--- config.mk ---
export PLATFORM = sky130hd
export DESIGN_NAME = cfgBytePort
export DESIGN_NICKNAME = d
export VERILOG_FILES = /design/src/rtl/cfgBytePortPkg.sv /design/src/rtl/cfgBytePortCtrl.sv /design/src/rtl/cfgBytePortData.sv /design/src/rtl/cfgBytePort.sv
export SDC_FILE = /design/constraint.sdc
export NUM_CORES = 1
export LEC_CHECK = 0
export BUFFER_PORTS_ARGS = -buffer_cell sky130_fd_sc_hd__buf_2
export CAP_MARGIN = 30
export CORE_ASPECT_RATIO = 1.25
export CORE_MARGIN = 10
export CORE_UTILIZATION = 45
export CTS_BUF_LIST = sky130_fd_sc_hd__clkbuf_16
export CTS_CLUSTER_DIAMETER = 30
export DETAILED_ROUTE_END_ITERATION = 7
export GPL_TIMING_DRIVEN = 0
export PLACE_DENSITY = 0.81
export SYNTH_ARGS = -nofsm -noshare
export SYNTH_HDL_FRONTEND = slang
export SYNTH_SLANG_ARGS = --single-unit
--- constraint.sdc ---
create_clock -name cfgClk -period 5.2 [get_ports cfgClk]
set_clock_uncertainty 0.2 [all_clocks]
set_input_delay 1.3 -clock cfgClk [delete_from_list [all_inputs] [get_ports cfgClk]]
set_output_delay 1.3 -clock cfgClk [all_outputs]
set_load 0.01 [all_outputs]
--- src/rtl/cfgBytePortPkg.sv ---
package cfgBytePortPkg;
  typedef struct packed {
    logic keepByte;   // write accepted and forwarded
    logic dropByte;   // write refused by downstream
    logic giveByte;   // read served from readback source
    logic starveByte; // read with nothing to serve
  } portStrobe_t;
endpackage

--- src/rtl/cfgBytePortCtrl.sv ---
module cfgBytePortCtrl
  import cfgBytePortPkg::*;
(
  input  logic        cfgClk,
  input  logic        rstN,
  input  logic        selN,
  input  logic        readNotWrite,
  input  logic        persistEn,
  input  logic        cfgDone,
  input  logic        wrReady,
  input  logic        rbValid,
  output portStrobe_t strobe,
  output logic        busOe,
  output logic        rbReady,
  output logic        userMode,
  output logic        ovfFlag,
  output logic        unfFlag
);
  logic portActive;
  logic readReq;
  logic writeReq;

  assign portActive = !userMode || persistEn;
  assign readReq    = rstN && portActive && !selN && readNotWrite;
  assign writeReq   = rstN && portActive && !selN && !readNotWrite;

  always_comb begin
    strobe.keepByte   = writeReq && wrReady;
    strobe.dropByte   = writeReq && !wrReady;
    strobe.giveByte   = readReq && rbValid;
    strobe.starveByte = readReq && !rbValid;
  end

  assign busOe   = readReq;
  assign rbReady = readReq && rbValid;

  always_ff @(posedge cfgClk or negedge rstN) begin
    if (!rstN) begin
      userMode <= 1'b0;
      ovfFlag  <= 1'b0;
      unfFlag  <= 1'b0;
    end else begin
      if (cfgDone)           userMode <= 1'b1;
      if (strobe.dropByte)   ovfFlag  <= 1'b1;
      if (strobe.starveByte) unfFlag  <= 1'b1;
    end
  end


  ovf_sticky_chk: assert property (@(posedge cfgClk) disable iff (!rstN)
    ovfFlag |=> ovfFlag);

  unf_sticky_chk: assert property (@(posedge cfgClk) disable iff (!rstN)
    unfFlag |=> unfFlag);

  user_mode_hold_chk: assert property (@(posedge cfgClk) disable iff (!rstN)
    userMode |=> userMode);
endmodule

--- src/rtl/cfgBytePortData.sv ---
module cfgBytePortData
  import cfgBytePortPkg::*;
#(
  parameter int BUS_W = 8
) (
  input  logic             cfgClk,
  input  logic             rstN,
  input  portStrobe_t      strobe,
  input  logic [BUS_W-1:0] busIn,
  input  logic [BUS_W-1:0] rbData,
  output logic             wrValid,
  output logic [BUS_W-1:0] wrData,
  output logic [BUS_W-1:0] busOut
);
  localparam int TOP = BUS_W - 1;

  logic [BUS_W-1:0] revIn;
  logic [BUS_W-1:0] revRb;

  for (genvar i = 0; i < BUS_W; i++) begin : g_swap
    assign revIn[i] = busIn[TOP-i];
    assign revRb[i] = rbData[TOP-i];
  end

  always_ff @(posedge cfgClk or negedge rstN) begin
    if (!rstN) begin
      wrValid <= 1'b0;
      wrData  <= '0;
      busOut  <= '0;
    end else begin
      wrValid <= strobe.keepByte;
      if (strobe.keepByte)        wrData <= revIn;
      if (strobe.giveByte)        busOut <= revRb;
      else if (strobe.starveByte) busOut <= '1;
    end
  end


  wr_order_chk: assert property (@(posedge cfgClk) disable iff (!rstN)
    strobe.keepByte |=> (wrData[TOP] == $past(busIn[0]) && wrData[0] == $past(busIn[TOP])));

  starve_fill_chk: assert property (@(posedge cfgClk) disable iff (!rstN)
    strobe.starveByte |=> (busOut == '1));
endmodule

--- src/rtl/cfgBytePort.sv ---
module cfgBytePort
  import cfgBytePortPkg::*;
#(
  parameter int BUS_W = 8
) (
  input  logic             cfgClk,
  input  logic             rstN,
  input  logic             selN,
  input  logic             readNotWrite,
  input  logic [BUS_W-1:0] busIn,
  output logic [BUS_W-1:0] busOut,
  output logic             busOe,
  input  logic             persistEn,
  input  logic             cfgDone,
  output logic             wrValid,
  output logic [BUS_W-1:0] wrData,
  input  logic             wrReady,
  input  logic             rbValid,
  input  logic [BUS_W-1:0] rbData,
  output logic             rbReady,
  output logic             userMode,
  output logic             ovfFlag,
  output logic             unfFlag
);
  portStrobe_t strobe;

  cfgBytePortCtrl u_ctrl (
    .cfgClk(cfgClk), .rstN(rstN), .selN(selN), .readNotWrite(readNotWrite),
    .persistEn(persistEn), .cfgDone(cfgDone), .wrReady(wrReady),
    .rbValid(rbValid), .strobe(strobe), .busOe(busOe), .rbReady(rbReady),
    .userMode(userMode), .ovfFlag(ovfFlag), .unfFlag(unfFlag)
  );

  cfgBytePortData #(.BUS_W(BUS_W)) u_data (
    .cfgClk(cfgClk), .rstN(rstN), .strobe(strobe), .busIn(busIn),
    .rbData(rbData), .wrValid(wrValid), .wrData(wrData), .busOut(busOut)
  );


  desel_quiet_chk: assert property (@(posedge cfgClk) disable iff (!rstN)
    $past(selN) |-> !wrValid);

  pop_needs_oe_chk: assert property (@(posedge cfgClk) disable iff (!rstN)
    rbReady |-> (busOe && !selN && readNotWrite));

  write_dir_chk: assert property (@(posedge cfgClk) disable iff (!rstN)
    wrValid |-> $past(!readNotWrite && wrReady));
endmodule

Word-level counts from Yosys, hierarchy flattened

Cells that the tools add are included.
Widths: inputs -> output; s select.

Bits in registers: 20
Input bits: 24
Output and inout port bits: 22
Logic and storage cells: 23

Mux-type cells: 2
Reduce and logical (&&, ||, !) cells: 15

Operator list:

| operator          | number |
|---|---|
| $mux 8            | 2 |
| $logic_and 1x1->1 | 8 |
| $logic_not 1->1   | 5 |
| $reduce_bool 2->1 | 1 |
| $logic_or 1x1->1  | 1 |

Longest topological paths before layout

Gate-level depths: netlist of the first run.

Depth after elaboration: 8
Mapped depth: 4
Gate-level depth less buffers: 3

Hierarchy

From an unflattened synthesis of the first run, not the netlist that was laid out.

Cell total of the unflattened synthesis: 69
Area total of the unflattened synthesis: 878.3 um^2

Modules (own cells, without submodules):

| module          | instances | cells each | area each (um^2) | sequential area each (um^2) |
|---|---|---|---|---|
| cfgBytePortData | 1         | 52         | 669.4            | 425.4 |
| cfgBytePortCtrl | 1         | 17         | 209.0            | 75.1 |

Worst setup path after synthesis of the first run

No wires, ideal clock.

Kind: input-to-output
From: input persistEn
To: output busOe
Data arrival time: 1.995 ns
Required time: 3.700 ns
Setup slack: 1.705 ns
Stages on the path: 4
Path buffers: 1
Cells stage by stage: nor2b_1 -> nand4bb_1 -> buf_2 -> inv_1

Cells in the longest elaborated chain, start to end: 4

RTL lines:

| element                        | RTL line              | RTL |
|---|---|---|
| start: declaration             | cfgBytePort.sv:13     | `input logic persistEn,` |
| $logic_or 1x1->1               | cfgBytePortCtrl.sv:23 | `assign portActive = !userMode \|\| persistEn;` |
| $logic_and 1x1->1 (3 in a row) | cfgBytePortCtrl.sv:24 | `assign readReq = rstN && portActive && !selN && readNotWrite;` |
| end: declaration               | cfgBytePort.sv:12     | `output logic busOe,` |

Every way passes these cells.

Final worst setup path of the first run

From: input rstN
To: output rbReady

Cells in the longest elaborated chain, start to end: 4

RTL lines:

| element                        | RTL line              | RTL |
|---|---|---|
| start: declaration             | cfgBytePort.sv:7      | `input logic rstN,` |
| $logic_and 1x1->1 (3 in a row) | cfgBytePortCtrl.sv:24 |  |
| $logic_and 1x1->1              | cfgBytePortCtrl.sv:35 | `assign rbReady = readReq && rbValid;` |
| end: declaration               | cfgBytePort.sv:20     | `output logic rbReady,` |

Every way passes these cells.

==> metrics, run 1 <==
outcome finished, final reports clean; top-count cell post-synth dfrtp_1; Most common cell on crit path buf_2; Setup-failing EPs final 0; Tcrit/Tclk final 73.6%; gr ovfl total 0; Seq pwr share 44.6%; largest cells by area after synthesis dfrtp_1, mux2_2, nand2b_1, nor4b_4, o21bai_1; clock power share 33.5%; Worst-Margin Slew 0.614 ns; DP HPWL 1.58 mm; DR iter-0 viols 5; final slew viol count 0; port bufs 45; mapped cell area 826 µm²; post-synthesis async set-or-reset flop share 100%; I/O Pins 46; Hold Crit Class flop to flop; leading area contributor after synthesis dfrtp_1; Site Rows 17; WL final 1.91 mm; Critical Path Max Stage Delay 0.38 ns; design area 1150 µm²; clk sink count 20; H-tree Lvls 1; net count after synthesis 80; Most used DFF post-synth dfrtp_1; final hold violation count 0; ANT cells 0; share of layout cells above drive strength 1 65.4%; vias in the first global route 712; Die H 67.9 µm; Power Internal 340 µW; Yosys cell types 12; Worst-Skew Late Latency 0.24 ns; antenna violations before repair 0; YS warnings 0; fin crit period 3.83 ns; Peak supply drop 0.000252 V; sw frac 24.3%; Chip Width 58.3 µm; Reg2Reg Setup Slack 3.33 ns; CP required 3.70 ns; worst-path maximum fanout 23; Pleak 0.000561 µW; placed inst area 1070 µm²; vias per cell 4.96; Power, Total 450 µW; DR pass1 iterations 4; worst path cell trace buf_2 > nand4bb_1 > buf_2 > nor2_1 > buf_2; clock tree root buffer cell clkbuf_16; drt wl/cell 15.5 µm; P per Cell Area 391 nW/µm²; RSZ-0062 raised after global routing false; Antenna Nets Post-Route 0; pin count of the biggest net entering global routing 24; layout filler cell count 146; Post-synth EDFFs 0; CTS tree done; post-synthesis sequential element count 20; postcts setup bufs 0; Worst Setup End Kind output port; register area share after synthesis 60.6%; syn avg cell area 14.7 µm²; CP Launch Type input pin; Combinational Power Share 22.0%; max-capacitance violation count 0; Tot GR Track Use 10.2%; fmax 261 MHz; core area 1770 µm²; Slowest cell on crit path buf_2; post-synth top area share 60.6%; first-pass GRT wire length 3.21 mm; hold buffers post-CTS 0; Final Hold Slack 0.277 ns; CTS resizes 0; Layout Nets 130; clk buf depth 2; via count 610; GPL Wtd Cong 0.658; Layout area overhead 39.2%; Worst slew margin 58.9%; Mapped Cells 56; Die ar. 3960 µm²; CP arrival 2.33 ns; Worst-path clk slew 0.05 ns; Crit Path Class input pin to output port; list of most frequent post-synthesis cells dfrtp_1, mux2_2, nand2b_1; DR DRC count 0; NetSw 109 µW; starting density of the core 46.8%; setup_tns 0 ns; CTS buffer count 3
[power groups by stage]
stage | sequential, µW | combinational (µW) | clock (µW)
after floorplan | 219 | 32.4 | 0
after global placement | 201 | 98.5 | 0
after detailed placement | 203 | 102 | 0
after CTS | 201 | 102 | 153
after global routing | 205 | 110 | 159
final | 200 | 98.7 | 150
[worst max-delay path, delay by kind of cell]
family | cells | cell delay, ns
AND/OR/NAND/NOR | 2 | 0.28
buffers and inverters | 3 | 0.74
[cells by family after synthesis]
logic type	synth area share, %
flip-flops	60.6
AND/OR/NAND/NOR	14.2
buffers and inverters	1.51
AO/OA/AOI/OAI	1.82
multiplexers	21.8
[flip-flops by register name, indices dropped and copies added (netlist names)]
signal and cells:
u_data.busOut 8, u_data.wrData 8, u_ctrl.ovfFlag 1, u_ctrl.unfFlag 1, u_ctrl.userMode 1, u_data.wrValid 1
[stage by stage]
step | cells | worst slack (ns) | utilization [%]
4_1_cts | 123 | 1.31 | 65.1
2_1_floorplan | 56 | 1.71 | -
5_1_grt | 123 | 1.24 | 65.1
3_3_place_gp | 120 | 1.34 | 60.9
6_report | 123 | 1.37 | 65.1
3_5_place_dp | 120 | 1.31 | 60.9
[final timing paths]
check	from	to	cells after the start
hold / removal	u_ctrl.unfFlag$_DFFE_PN0P_	u_ctrl.unfFlag$_DFFE_PN0P_	1
hold reg to reg	u_ctrl.unfFlag$_DFFE_PN0P_	u_ctrl.unfFlag$_DFFE_PN0P_	1
setup reg to reg	u_ctrl.userMode$_DFFE_PN0P_	u_data.wrData[1]$_DFFE_PN0P_	3
max in group asynchronous	rstN	u_data.wrData[3]$_DFFE_PN0P_	1
min in group asynchronous	rstN	u_data.busOut[0]$_DFFE_PN0P_	1
setup / recovery	rstN	rbReady	5
[final cells by class]
cell class / count / area (µm²) / area share (%)
inverters: 2 / 7.51 / 0.653
repair buffers: 45 / 225 / 19.6
flip-flops and latches: 20 / 500 / 43.5
clock buffers: 3 / 75.1 / 6.53
multi-input cells: 33 / 313 / 27.2
plain buffers: 1 / 5.00 / 0.435
well taps: 19 / 23.8 / 2.07
[placed cells by master (no fill, tap or decap)]
cell type,count
clkbuf_16,3
nor2_1,1
nor2b_1,1
nor4b_4,1
nand2b_1,9
inv_1,2
mux2_2,16
or4b_2,1
o21bai_1,2
dfrtp_1,20
nand4bb_1,1
or2_2,1
buf_2,46
[per-layer routing]
layer  global-route usage [%]  vias to the layer above  wire, µm
li1                         -                      287         -
met1                     9.50                      291       727
met2                     18.4                       32       908
met3                     6.11                        0       272
met4                     2.65                        0         0
met5                        0                        -         0
Power figures use the tool's default switching activity.
==> inputs of run 2 (changes only) <==
--- a/config.mk
+++ b/config.mk
@@ -9,12 +9,12 @@
 export CAP_MARGIN = 30
 export CORE_ASPECT_RATIO = 1.25
 export CORE_MARGIN = 10
-export CORE_UTILIZATION = 45
+export CORE_UTILIZATION = 38
 export CTS_BUF_LIST = sky130_fd_sc_hd__clkbuf_16
 export CTS_CLUSTER_DIAMETER = 30
 export DETAILED_ROUTE_END_ITERATION = 7
 export GPL_TIMING_DRIVEN = 0
-export PLACE_DENSITY = 0.81
+export PLACE_DENSITY = 0.73
 export SYNTH_ARGS = -nofsm -noshare
 export SYNTH_HDL_FRONTEND = slang
 export SYNTH_SLANG_ARGS = --single-unit
==> constraint.sdc (replaced) <==
create_clock -name cfgClk -period 3.4 [get_ports cfgClk]
set_clock_uncertainty 0.2 [all_clocks]
set_input_delay 0.85 -clock cfgClk [delete_from_list [all_inputs] [get_ports cfgClk]]
set_output_delay 0.85 -clock cfgClk [all_outputs]
set_load 0.01 [all_outputs]
==> metrics, run 2 (synthesis gave the netlist of run 1 again) <==
share of layout cells above drive strength 1 64.8%; Hold Crit Class flop to flop; Tot GR Track Use 8.59%; clk sink count 20; Setup-failing EPs final 0; first-pass GRT wire length 3.04 mm; CTS buffer count 3; clk buf depth 2; antenna violations before repair 0; drt wl/cell 14.7 µm; via count 606; worst r2r dst u_data.wrData[0]$_DFFE_PN0P_; Layout Nets 130; CTS resizes 0; port bufs 45; area of the multi-input gates 313 µm²; vias per cell 4.85; Chip Width 61.7 µm; area taken by flip-flops and latches 500 µm²; CP required 2.35 ns; CP arrival 1.87 ns; outcome finished, final reports clean; pin count of the biggest net entering global routing 24; Crit Path Class input pin to output port; hold buffers post-CTS 0; Die H 72.1 µm; Tcrit/Tclk final 85.9%; CTS tree done; final slew viol count 0; critical path launch point rstN; Site Rows 18; core area 2030 µm²; P per Cell Area 597 nW/µm²; vias in the first global route 683; Die ar. 4450 µm²; gr ovfl total 0; design area 1150 µm²; DP HPWL 1.55 mm; Worst Reg2Reg Path Length in Cells 3; DR DRC count 0; ANT cells 0; final hold violation count 0; H-tree Lvls 1; max-capacitance violation count 0; Worst-path clk slew 0.05 ns; WL final 1.84 mm; I/O Pins 46; worst-path maximum fanout 23; Worst-Margin Slew 0.566 ns; CP Launch Type input pin; Reg2Reg Setup Slack 1.57 ns; Setup crit end rbReady; largest registers u_data.busOut (8), u_data.wrData (8); most common cell after layout, fill and taps aside buf_2; starting density of the core 40.7%; clock tree root buffer cell clkbuf_16; Peak supply drop 0.000515 V; DR pass1 iterations 2; reg2reg start u_ctrl.userMode$_DFFE_PN0P_; fin crit period 2.92 ns; setup_tns 0 ns; DR iter-0 viols 14; Pleak 0.000563 µW; Layout area overhead 39.8%; Antenna Nets Post-Route 0; placed inst area 1080 µm²; Worst-Skew Late Latency 0.24 ns; RSZ-0062 raised after global routing false; Worst Setup End Kind output port; commonest cells after routing, fill and taps aside buf_2, dfrtp_1, mux2_2; layout filler cell count 181; fmax 342 MHz; postcts setup bufs 0; GPL Wtd Cong 0.651; Worst slew margin 62.1%
run 2: cell types whose count changed in the layout (fill, tap and decap cells not counted):
cell / before / now
clkinv_1: 0 / 1
run 2: worst max-delay path, stage by stage:
cell and delay, ns:
buf_2 0.38, nand4bb_1 0.18, buf_2 0.23, nor2_1 0.09, buf_2 0.13
run 2: worst min-delay path by stage:
stage	start	to	slack [ns]	cells past startpoint
global placement	u_ctrl.unfFlag$_DFFE_PN0P_	u_ctrl.unfFlag$_DFFE_PN0P_	0.25	1
CTS	u_ctrl.ovfFlag$_DFFE_PN0P_	u_ctrl.ovfFlag$_DFFE_PN0P_	0.28	1
finish	u_ctrl.ovfFlag$_DFFE_PN0P_	u_ctrl.ovfFlag$_DFFE_PN0P_	0.28	1
floorplan	u_ctrl.ovfFlag$_DFFE_PN0P_	u_ctrl.ovfFlag$_DFFE_PN0P_	0.31	1
detailed placement	u_ctrl.ovfFlag$_DFFE_PN0P_	u_ctrl.ovfFlag$_DFFE_PN0P_	0.27	1
global route	u_ctrl.ovfFlag$_DFFE_PN0P_	u_ctrl.ovfFlag$_DFFE_PN0P_	0.30	1
run 2: per-stage QoR:
| step | util [%] | hold slack [ns] | setup WS (ns) | instances | total power (µW) |
|---|---|---|---|---|---|
| 4_1_cts | 57.0 | 0.282 | 0.423 | 125 | 704 |
| 6_report | 57.0 | 0.280 | 0.480 | 125 | 689 |
| 3_5_place_dp | 53.1 | 0.269 | 0.425 | 121 | 465 |
| 3_3_place_gp | 53.1 | 0.254 | 0.435 | 121 | 459 |
| 5_1_grt | 57.0 | 0.305 | 0.286 | 125 | 728 |
| 2_1_floorplan | - | 0.313 | 0.805 | 56 | 384 |
run 2: cell type report:
class	count	area share, %
multi-input combinational	33	27.1
timing repair buffer	45	19.5
buffer	1	0.433
tap	20	2.17
inverter	2	0.650
clock inverter	1	0.325
sequential	20	43.3
clock buffer	3	6.50
run 2: report_power, final:
part	total (µW)	internal, µW	switching (µW)	leakage [µW]
Combinational	150	79.9	69.9	0.000296
Sequential	306	286	20.2	0.000228
Clock	233	156	77.2	0.0000385
run 2: metal layers:
metal  share of wire, %  wire length (µm)  vias up  track usage [%]
met5                  0                 0        -                0
met4               0.43                 8        0             2.24
met3                 17               319        2             5.57
met2                 43               797       34             13.7
met1                 39               717      282             9.06
li1                   -                 -      288                -
